==> config.mk <==
export PLATFORM = sky130hd
export DESIGN_NAME = i2c_addr_match
export DESIGN_NICKNAME = d
export VERILOG_FILES = /design/src/rtl/i2c_acmp_pkg.sv /design/src/rtl/acmp_own_reg.sv /design/src/rtl/acmp_compare.sv /design/src/rtl/acmp_result.sv /design/src/rtl/i2c_addr_match.sv
export SDC_FILE = /design/constraint.sdc
export NUM_CORES = 1
export LEC_CHECK = 0
export ABC_AREA = 0
export BUFFER_PORTS_ARGS = -buffer_cell sky130_fd_sc_hd__buf_2
export CAP_MARGIN = 20
export CORE_MARGIN = 2
export CORE_UTILIZATION = 45
export DETAILED_ROUTE_END_ITERATION = 10
export MAX_ROUTING_LAYER = met4
export PLACE_DENSITY = 0.73
export SLEW_MARGIN = 20
export SYNTH_ARGS = -nofsm -noshare
export SYNTH_HDL_FRONTEND = slang
export SYNTH_SLANG_ARGS = --single-unit
==> constraint.sdc <==
create_clock -name clk -period 1.3 [get_ports clk]
set_input_delay 0.26 -clock clk [delete_from_list [all_inputs] [get_ports clk]]
set_output_delay 0.26 -clock clk [all_outputs]
set_load 0.02 [all_outputs]
==> src/rtl/i2c_acmp_pkg.sv <==
package i2c_acmp_pkg;
  localparam int unsigned ADDR_W = 7;
  localparam int unsigned BYTE_W = ADDR_W + 1;

  typedef enum logic [1:0] {
    ST_NONE  = 2'b00,
    ST_OWN_W = 2'b01,
    ST_OWN_R = 2'b10,
    ST_GCALL = 2'b11
  } acmp_status_e;
endpackage

==> src/rtl/acmp_own_reg.sv <==
module acmp_own_reg #(
  parameter int unsigned W = 8,
  parameter logic [W-1:0] RST_VAL = '0
) (
  input  logic         clk,
  input  logic         rst,
  input  logic         we,
  input  logic [W-1:0] wdata,
  output logic [W-1:0] q
);
  always_ff @(posedge clk) begin
    if (rst)     q <= RST_VAL;
    else if (we) q <= wdata;
  end
endmodule

==> src/rtl/acmp_compare.sv <==
module acmp_compare #(
  parameter int unsigned W = 8
) (
  input  logic [W-1:0] own_cfg,
  input  logic [W-1:0] rx,
  output logic         hit_own,
  output logic         hit_gc,
  output logic         dir
);
  localparam logic [W-1:0] GC_CODE = '0;

  logic addr_eq;

  always_comb begin
    addr_eq = (rx[W-1:1] == own_cfg[W-1:1]);
    hit_gc  = own_cfg[0] && (rx == GC_CODE);
    hit_own = addr_eq && !hit_gc;
    dir     = hit_own && rx[0];
  end
endmodule

==> src/rtl/acmp_result.sv <==
module acmp_result
  import i2c_acmp_pkg::*;
(
  input  logic       clk,
  input  logic       rst,
  input  logic       bus_start,
  input  logic       rx_valid,
  input  logic       irq_clr,
  input  logic       hit_own,
  input  logic       hit_gc,
  input  logic       dir,
  output logic       own_hit,
  output logic       gcall_hit,
  output logic       rd_dir,
  output logic       ack_req,
  output logic       irq,
  output logic [1:0] status
);
  logic         armed;
  logic         take;
  logic         any_hit;
  acmp_status_e st_next;

  always_comb begin
    take    = armed && rx_valid && !bus_start;
    any_hit = hit_own || hit_gc;
    if (hit_gc)       st_next = ST_GCALL;
    else if (hit_own) st_next = dir ? ST_OWN_R : ST_OWN_W;
    else              st_next = ST_NONE;
  end

  always_ff @(posedge clk) begin
    if (rst) begin
      armed     <= 1'b0;
      own_hit   <= 1'b0;
      gcall_hit <= 1'b0;
      rd_dir    <= 1'b0;
      ack_req   <= 1'b0;
      status    <= ST_NONE;
    end else if (bus_start) begin
      armed     <= 1'b1;
      own_hit   <= 1'b0;
      gcall_hit <= 1'b0;
      rd_dir    <= 1'b0;
      ack_req   <= 1'b0;
      status    <= ST_NONE;
    end else if (take) begin
      armed     <= 1'b0;
      own_hit   <= hit_own;
      gcall_hit <= hit_gc;
      rd_dir    <= dir;
      ack_req   <= any_hit;
      status    <= st_next;
    end
  end

  always_ff @(posedge clk) begin
    if (rst)                irq <= 1'b0;
    else if (take && any_hit) irq <= 1'b1;
    else if (irq_clr)       irq <= 1'b0;
  end
endmodule

==> src/rtl/i2c_addr_match.sv <==
module i2c_addr_match
  import i2c_acmp_pkg::*;
#(
  parameter logic [BYTE_W-1:0] CFG_RST = '0
) (
  input  logic              clk,
  input  logic              rst,
  input  logic              cfg_we,
  input  logic [BYTE_W-1:0] cfg_data,
  input  logic              bus_start,
  input  logic              rx_valid,
  input  logic [BYTE_W-1:0] rx_byte,
  input  logic              irq_clr,
  output logic              own_hit,
  output logic              gcall_hit,
  output logic              rd_dir,
  output logic              ack_req,
  output logic              irq,
  output logic [1:0]        status
);
  logic [BYTE_W-1:0] own_cfg;
  logic              c_own, c_gc, c_dir;

  acmp_own_reg #(.W(BYTE_W), .RST_VAL(CFG_RST)) u_reg (
    .clk(clk), .rst(rst), .we(cfg_we), .wdata(cfg_data), .q(own_cfg)
  );

  acmp_compare #(.W(BYTE_W)) u_cmp (
    .own_cfg(own_cfg), .rx(rx_byte),
    .hit_own(c_own), .hit_gc(c_gc), .dir(c_dir)
  );

  acmp_result u_res (
    .clk(clk), .rst(rst), .bus_start(bus_start), .rx_valid(rx_valid),
    .irq_clr(irq_clr), .hit_own(c_own), .hit_gc(c_gc), .dir(c_dir),
    .own_hit(own_hit), .gcall_hit(gcall_hit), .rd_dir(rd_dir),
    .ack_req(ack_req), .irq(irq), .status(status)
  );
endmodule

==> flow_metrics.tcl, run 1 <==
set metrics [dict create \
    run_status "finished with violations" \
    violations_in_the_final_reports "negative setup slack" \
    worstSetupEndpointType "flip-flop" \
    yosys_warnings 0 \
    timing_hold_violations_final 0 \
    detail_route.first_pass.iterations 4 \
    route.vias.total 640 \
    fin_cells 124 \
    start_kind "flip-flop" \
    cts.root.buffer_cell "sky130_fd_sc_hd__clkbuf_4" \
    postSynthRegisterBits 16 \
    global_route_wire_length_before_repair_mm 2.615 \
    worst-r2r-setup-slack_ns -0.01 \
    fin_area_um2 932.1 \
    power.ir.vdd_worst_uv 797.6 \
    drtIter0Drc 7 \
    routed_wl_mm 1.523 \
    post_cts_buffers 0 \
    power_density_nw_per_um2 1042 \
    floorplan.core_area_um2 1506 \
    hold_class "in -> reg" \
    sequential_to_total_area_share_from_yosys_stat_pct 44.76 \
    min_hold_slack_ns 0.1967 \
    fin_skew_ns 0.0006198 \
    grt_start_max_net_pins 13 \
    yosysUniqueCellTypes 20 \
    total_leakage_power_nw 0.4669 \
    regToRegStartpoint "u_reg.q[4]" \
    timing.hold.worst.start "cfg_data[3]" \
    postLayoutCoreUtil_pct 61.88 \
    n_diodes 0 \
    critical_path_cell_sequence "xor2_1, nor4_2, nand3_2, a31oi_2" \
    min_period_over_period_pct 101.1 \
    dpl.cell_count 120 \
    unrepaired_setup_endpoints_after_global_routing "yes" \
    max_cap_viols 0 \
    max_slew.worst_pin.slew_ns 0.3517 \
    cts.reportedPaths.clkPinSlew_ns 0.09 \
    critical_path_class "reg -> reg" \
    timing_max_transition_violations_final 0 \
    reg2reg_to "u_res.irq" \
    global_route_total_usage_across_every_layer_pct 19.28 \
    ff2ff_path_depth 4 \
    hpwl_mm 1.157 \
    fin_ws_ns -0.01464 \
    placed_area_um2 882.1 \
    synth_cells 76 \
    die_width_um 43.88 \
    route.detailed.vias_per_inst 5.161 \
    syn_avg_cell_area_um2 9.417 \
    crit_arrival_ns 1.54 \
    cts_tree "built" \
    nets 131 \
    die_y_extent_um 43.88 \
    slowest_delay_ns 0.38 \
    max_freq_ghz 0.7607 \
    initial_utilization_pct 47.51 \
    wl_per_cell_um 12.28 \
    area_growth_syn_to_layout_pct 30.24 \
    hold_path_end "u_reg.q[3]" \
    first_global_vias 646 \
    timing.critical_path.slowest_stage_cell "sky130_fd_sc_hd__nor4_2" \
    post_cts_hold_buffer_count 0 \
    clock_tree.htree_level_count 1 \
    fin_crit_ns 1.315 \
    netlist_area_before_placement_um2 715.7 \
    ant_nets 0 \
    synth_nets 98 \
    drcViolationCount 0 \
    hold_path_depth 3 \
    layout-drive-gt1-share_pct 39.81 \
    timing.setup.tns_ns -0.01965 \
    finalSetupViolCount 2 \
    tritoncts.num_buffers 3 \
    tritoncts_num_sinks 16 \
    clock_insertion_delay_worst_skew_ns 0.29 \
    buffer_ports.inserted 28 \
    clockBufferDepth 2 \
    fp.dieArea_um2 1925 \
    timing.critical_path.required_ns 1.52 \
    antenna_found_initial 0 \
    placement_rows 14 \
    num_io_pins 29 \
    slew_headroom_pct 76.50 \
    fill_cells 150 \
    finalWeightedCongestion 0.8028 \
    global_route.overflow_total 0 \
    critical_path_peak_fanout 4 \
]
## critical path, delay by kind of cell, from the launching register on
| family | cells | cell delay (ns) |
|---|---|---|
| AOI/OAI and AO/OA | 1 | 0.20 |
| xor gates and xnor gates | 1 | 0.16 |
| DFF | 1 | 0.34 |
| and+or+nand+nor | 2 | 0.56 |
## state kept, by name, indices dropped and copies added (netlist names)
register and count:
u_reg.q 8, u_res.status 2, u_res.own_hit 1, u_res.gcall_hit 1, u_res.rd_dir 1, u_res.ack_req 1
u_res.irq 1, u_res.armed 1
## logic make-up after synthesis
kind of cell	share of synthesized area (%)
XOR/XNOR	8.567
flip-flops	44.76
AND/OR/NAND/NOR	25.35
buffers and inverters	1.747
multiplexers	11.19
AO/OA/AOI/OAI	8.392
## area by class of cell
cell class | instances | area [um^2] | share of cell area, %
multi-input combinational | 57 | 394.1 | 42.28
sequential | 16 | 322.8 | 34.63
tap | 16 | 20.02 | 2.148
clock buffer | 4 | 36.28 | 3.893
timing repair buffer | 30 | 155.1 | 16.64
inverter | 1 | 3.754 | 0.4027
## per-stage QoR
step / setup slack, ns / total power, mW
2_1_floorplan: 0.1856 / 0.5947
3_3_place_gp: -0.01457 / 0.6460
3_5_place_dp: -0.04643 / 0.6499
4_1_cts: -0.01923 / 0.9779
5_1_grt: -0.09715 / 1.009
6_report: -0.01464 / 0.9715
## cell usage in the layout (no fill, tap or decap), drive strengths merged
master | Yosys | layout
a21oi | 4 | 4
a31o | 2 | 2
a31oi | 2 | 2
and3 | 1 | 1
buf | 1 | 30
clkbuf | 1 | 4
dfxtp | 16 | 16
inv | 1 | 1
mux2i | 8 | 8
nand2 | 6 | 6
nand2b | 1 | 1
nand3 | 4 | 4
nand3b | 1 | 1
nand4b | 1 | 1
nor2 | 14 | 14
nor3b | 1 | 1
nor4 | 2 | 2
o21ai | 2 | 2
or2 | 1 | 1
xor2 | 7 | 7
## timing repair
| item | CTS | global route |
|---|---|---|
| pin swaps | 4 | 5 |
| gates resized for setup | 1 | 3 |
| setup endpoints to repair | 1 | 6 |
## where the power goes
| group | leakage [nW] | total [mW] | internal [mW] | switching [mW] |
|---|---|---|---|---|
| Clock | 0.0210 | 0.331 | 0.171 | 0.160 |
| Sequential | 0.131 | 0.519 | 0.507 | 0.0116 |
| Combinational | 0.314 | 0.122 | 0.0603 | 0.0612 |
| Total | 0.467 | 0.971 | 0.739 | 0.233 |
## synth_stat cells
library cell               instances  area, um^2
sky130_fd_sc_hd__nor2_1           14       52.55
sky130_fd_sc_hd__o21ai_1           2       10.01
sky130_fd_sc_hd__nand3b_4          1       20.02
sky130_fd_sc_hd__clkbuf_1          1       3.750
sky130_fd_sc_hd__mux2i_1           8       80.08
sky130_fd_sc_hd__nor4_2            2       25.02
sky130_fd_sc_hd__dfxtp_1          16       320.3
sky130_fd_sc_hd__and3_1            1       6.260
sky130_fd_sc_hd__nand3_1           4       20.02
sky130_fd_sc_hd__or2_2             1       6.260
sky130_fd_sc_hd__a31o_1            2       17.52
sky130_fd_sc_hd__nand4b_2          1       15.01
sky130_fd_sc_hd__xor2_1            7       61.31
sky130_fd_sc_hd__buf_2             1       5.000
sky130_fd_sc_hd__inv_1             1       3.750
sky130_fd_sc_hd__a21oi_1           4       20.02
sky130_fd_sc_hd__nand2b_1          1       6.260
sky130_fd_sc_hd__nand2_1           6       22.52
sky130_fd_sc_hd__nor3b_1           1       7.510
sky130_fd_sc_hd__a31oi_1           2       12.51
## per-layer routing
layer / global-route usage [%] / wire length [um] / part of all wire [%]
met1: 22.25 / 638 / 42
met2: 28.82 / 743 / 49
met3: 5.417 / 100 / 6.6
met4: 12.73 / 40 / 2.6
met5: - / 0 / 0
## worst max-delay path by stage
stage,startpoint,cells after the start,end,slack (ns)
2_1_floorplan,u_reg.q[4],4,u_res.irq,0.19
3_3_place_gp,rx_byte[4],5,u_res.irq,-0.01
3_5_place_dp,rx_byte[4],5,u_res.irq,-0.05
4_1_cts,u_reg.q[6],4,u_res.irq,-0.02
5_1_grt,u_reg.q[4],4,u_res.irq,-0.1
6_report,u_reg.q[4],4,u_res.irq,-0.01
Note: power is estimated with default switching activity, not from simulation.
==> inputs of run 2 (changes only) <==
PLACE_DENSITY = 0.78   (was 0.73)
==> flow_metrics.tcl, run 2 (same netlist as run 1, synthesis figures left out) <==
set metrics [dict create \
    max_cap_viols 0 \
    tritoncts_num_sinks 16 \
    drcViolationCount 0 \
    timing.hold.worst.start "cfg_data[0]" \
    timing.setup.tns_ns 0 \
    critical_path_class "reg -> reg" \
    layout.cells.most_common_list "28 x sky130_fd_sc_hd__buf_2, 15 x sky130_fd_sc_hd__dfxtp_1, 14 x sky130_fd_sc_hd__nor2_1" \
    route.vias.total 647 \
    critical_path_cell_sequence "xor2_1, nor4_2, and3_1, a31o_1" \
    global_route_wire_length_before_repair_mm 2.387 \
    cts.reportedPaths.clkPinSlew_ns 0.09 \
    slew_headroom_pct 79.75 \
    fin_skew_ns 0.001419 \
    max_flop_register "u_reg.q" \
    floorplan.core_area_um2 1506 \
    grt_start_max_net_pins 13 \
    fin_crit_ns 1.259 \
    total_leakage_power_nw 0.4593 \
    hpwl_mm 1.114 \
    placed_area_um2 867.1 \
    timing.critical_path.slowest_stage_cell "sky130_fd_sc_hd__dfxtp_2" \
    initial_utilization_pct 47.51 \
    n_diodes 0 \
    start_kind "flip-flop" \
    route.detailed.vias_per_inst 5.303 \
    num_io_pins 29 \
    max_freq_ghz 0.7940 \
    clock_insertion_delay_worst_skew_ns 0.28 \
    power_density_nw_per_um2 1053 \
    hold_class "in -> reg" \
    min_period_over_period_pct 96.88 \
    cp-startpoint "u_reg.q[6]" \
    max_slew.worst_pin.slew_ns 0.3027 \
    tritoncts.num_buffers 3 \
    cts_tree "built" \
    drtIter0Drc 13 \
    timing_hold_violations_final 0 \
    global_route.overflow_total 0 \
    clockBufferDepth 2 \
    clock_tree.htree_level_count 1 \
    placement_rows 14 \
    first_global_vias 606 \
    regToRegStartpoint "u_reg.q[6]" \
    finalWeightedCongestion 0.7853 \
    layout-drive-gt1-share_pct 37.74 \
    fp.dieArea_um2 1925 \
    power.ir.vdd_worst_uv 630.1 \
    fill_cells 148 \
    ant_nets 0 \
    finalSetupViolCount 0 \
    crit_arrival_ns 1.49 \
    die_y_extent_um 43.88 \
    flip_flop_count_of_the_largest_register_all_copies_and_words_added 8 \
    nets 129 \
    wl_per_cell_um 11.66 \
    unrepaired_setup_endpoints_after_global_routing "yes" \
    run_status "finished, final reports clean" \
    worstSetupEndpointType "flip-flop" \
    postLayoutCoreUtil_pct 60.71 \
    routed_wl_mm 1.422 \
    area_growth_syn_to_layout_pct 27.80 \
    cts.root.buffer_cell "sky130_fd_sc_hd__clkbuf_4" \
    critical_path_peak_fanout 2 \
    detail_route.first_pass.iterations 3 \
    mostFrequentLayoutCell "sky130_fd_sc_hd__buf_2" \
    fin_cells 122 \
    largestRegisters "u_reg.q x8, u_res.status x2" \
    global_route_total_usage_across_every_layer_pct 17.31 \
    fin_area_um2 914.6 \
    buffer_ports.inserted 28 \
    timing.critical_path.required_ns 1.53 \
    slowest_delay_ns 0.33 \
    antenna_found_initial 0 \
    die_width_um 43.88 \
    timing_max_transition_violations_final 0 \
    min_hold_slack_ns 0.2040 \
    dpl.cell_count 118 \
]
==> run 2: path summary, 6_finish.rpt <==
check / to / slack [ns] / depth (start not counted)
worst max-delay path: u_res.status[1] / 0.04 / 4
worst min-delay path: u_reg.q[0] / 0.20 / 3
worst max register to register: u_res.status[1] / 0.04 / 4
worst min register to register: u_res.rd_dir / 0.46 / 2
==> run 2: metal layers <==
metal / vias up / GRT usage (%) / part of all wire [%]
met5: - / - / 0
met4: 0 / 6.667 / 1.9
met3: 6 / 6.667 / 7.3
met2: 25 / 28.24 / 50
met1: 294 / 18.83 / 41
li1: 322 / - / -
==> run 2: area by class of cell <==
class	instances	area [um^2]	share of cell area, %
Multi-Input combinational cell	57	392.9	42.95
Tap cell	16	20.02	2.189
Inverter	1	3.754	0.4104
Clock buffer	4	36.28	3.967
Timing Repair Buffer	28	140.1	15.32
Sequential cell	16	321.6	35.16
==> run 2: timing repair <==
action                                  in CTS  in global routing
setup buffers                                0                  0
endpoints found under the setup margin       0                  6
gates resized for setup                      0                  3
hold endpoints to repair                     0                  0
hold buffers                                 0                  0
==> run 2: power by group <==
| part | switching, mW | internal [mW] |
|---|---|---|
| logic | 0.0601 | 0.0577 |
| clock network | 0.156 | 0.171 |
| registers | 0.0113 | 0.507 |
| total | 0.227 | 0.735 |
==> run 2: worst max-delay path, delay by kind of cell (launching register included) <==
| family | cells | cell delay, ns |
|---|---|---|
| xor gates and xnor gates | 1 | 0.16 |
| AOI/OAI and AO/OA | 1 | 0.15 |
| and+or+nand+nor | 2 | 0.57 |
| DFF | 1 | 0.33 |
==> run 2: metrics by stage <==
stage	setup slack [ns]	power, mW
4_1_cts	0.03594	0.9688
3_3_place_gp	0.01895	0.6421
3_5_place_dp	-0.002317	0.6451
2_1_floorplan	0.1856	0.5947
6_report	0.04052	0.9627
5_1_grt	-0.05361	1.008
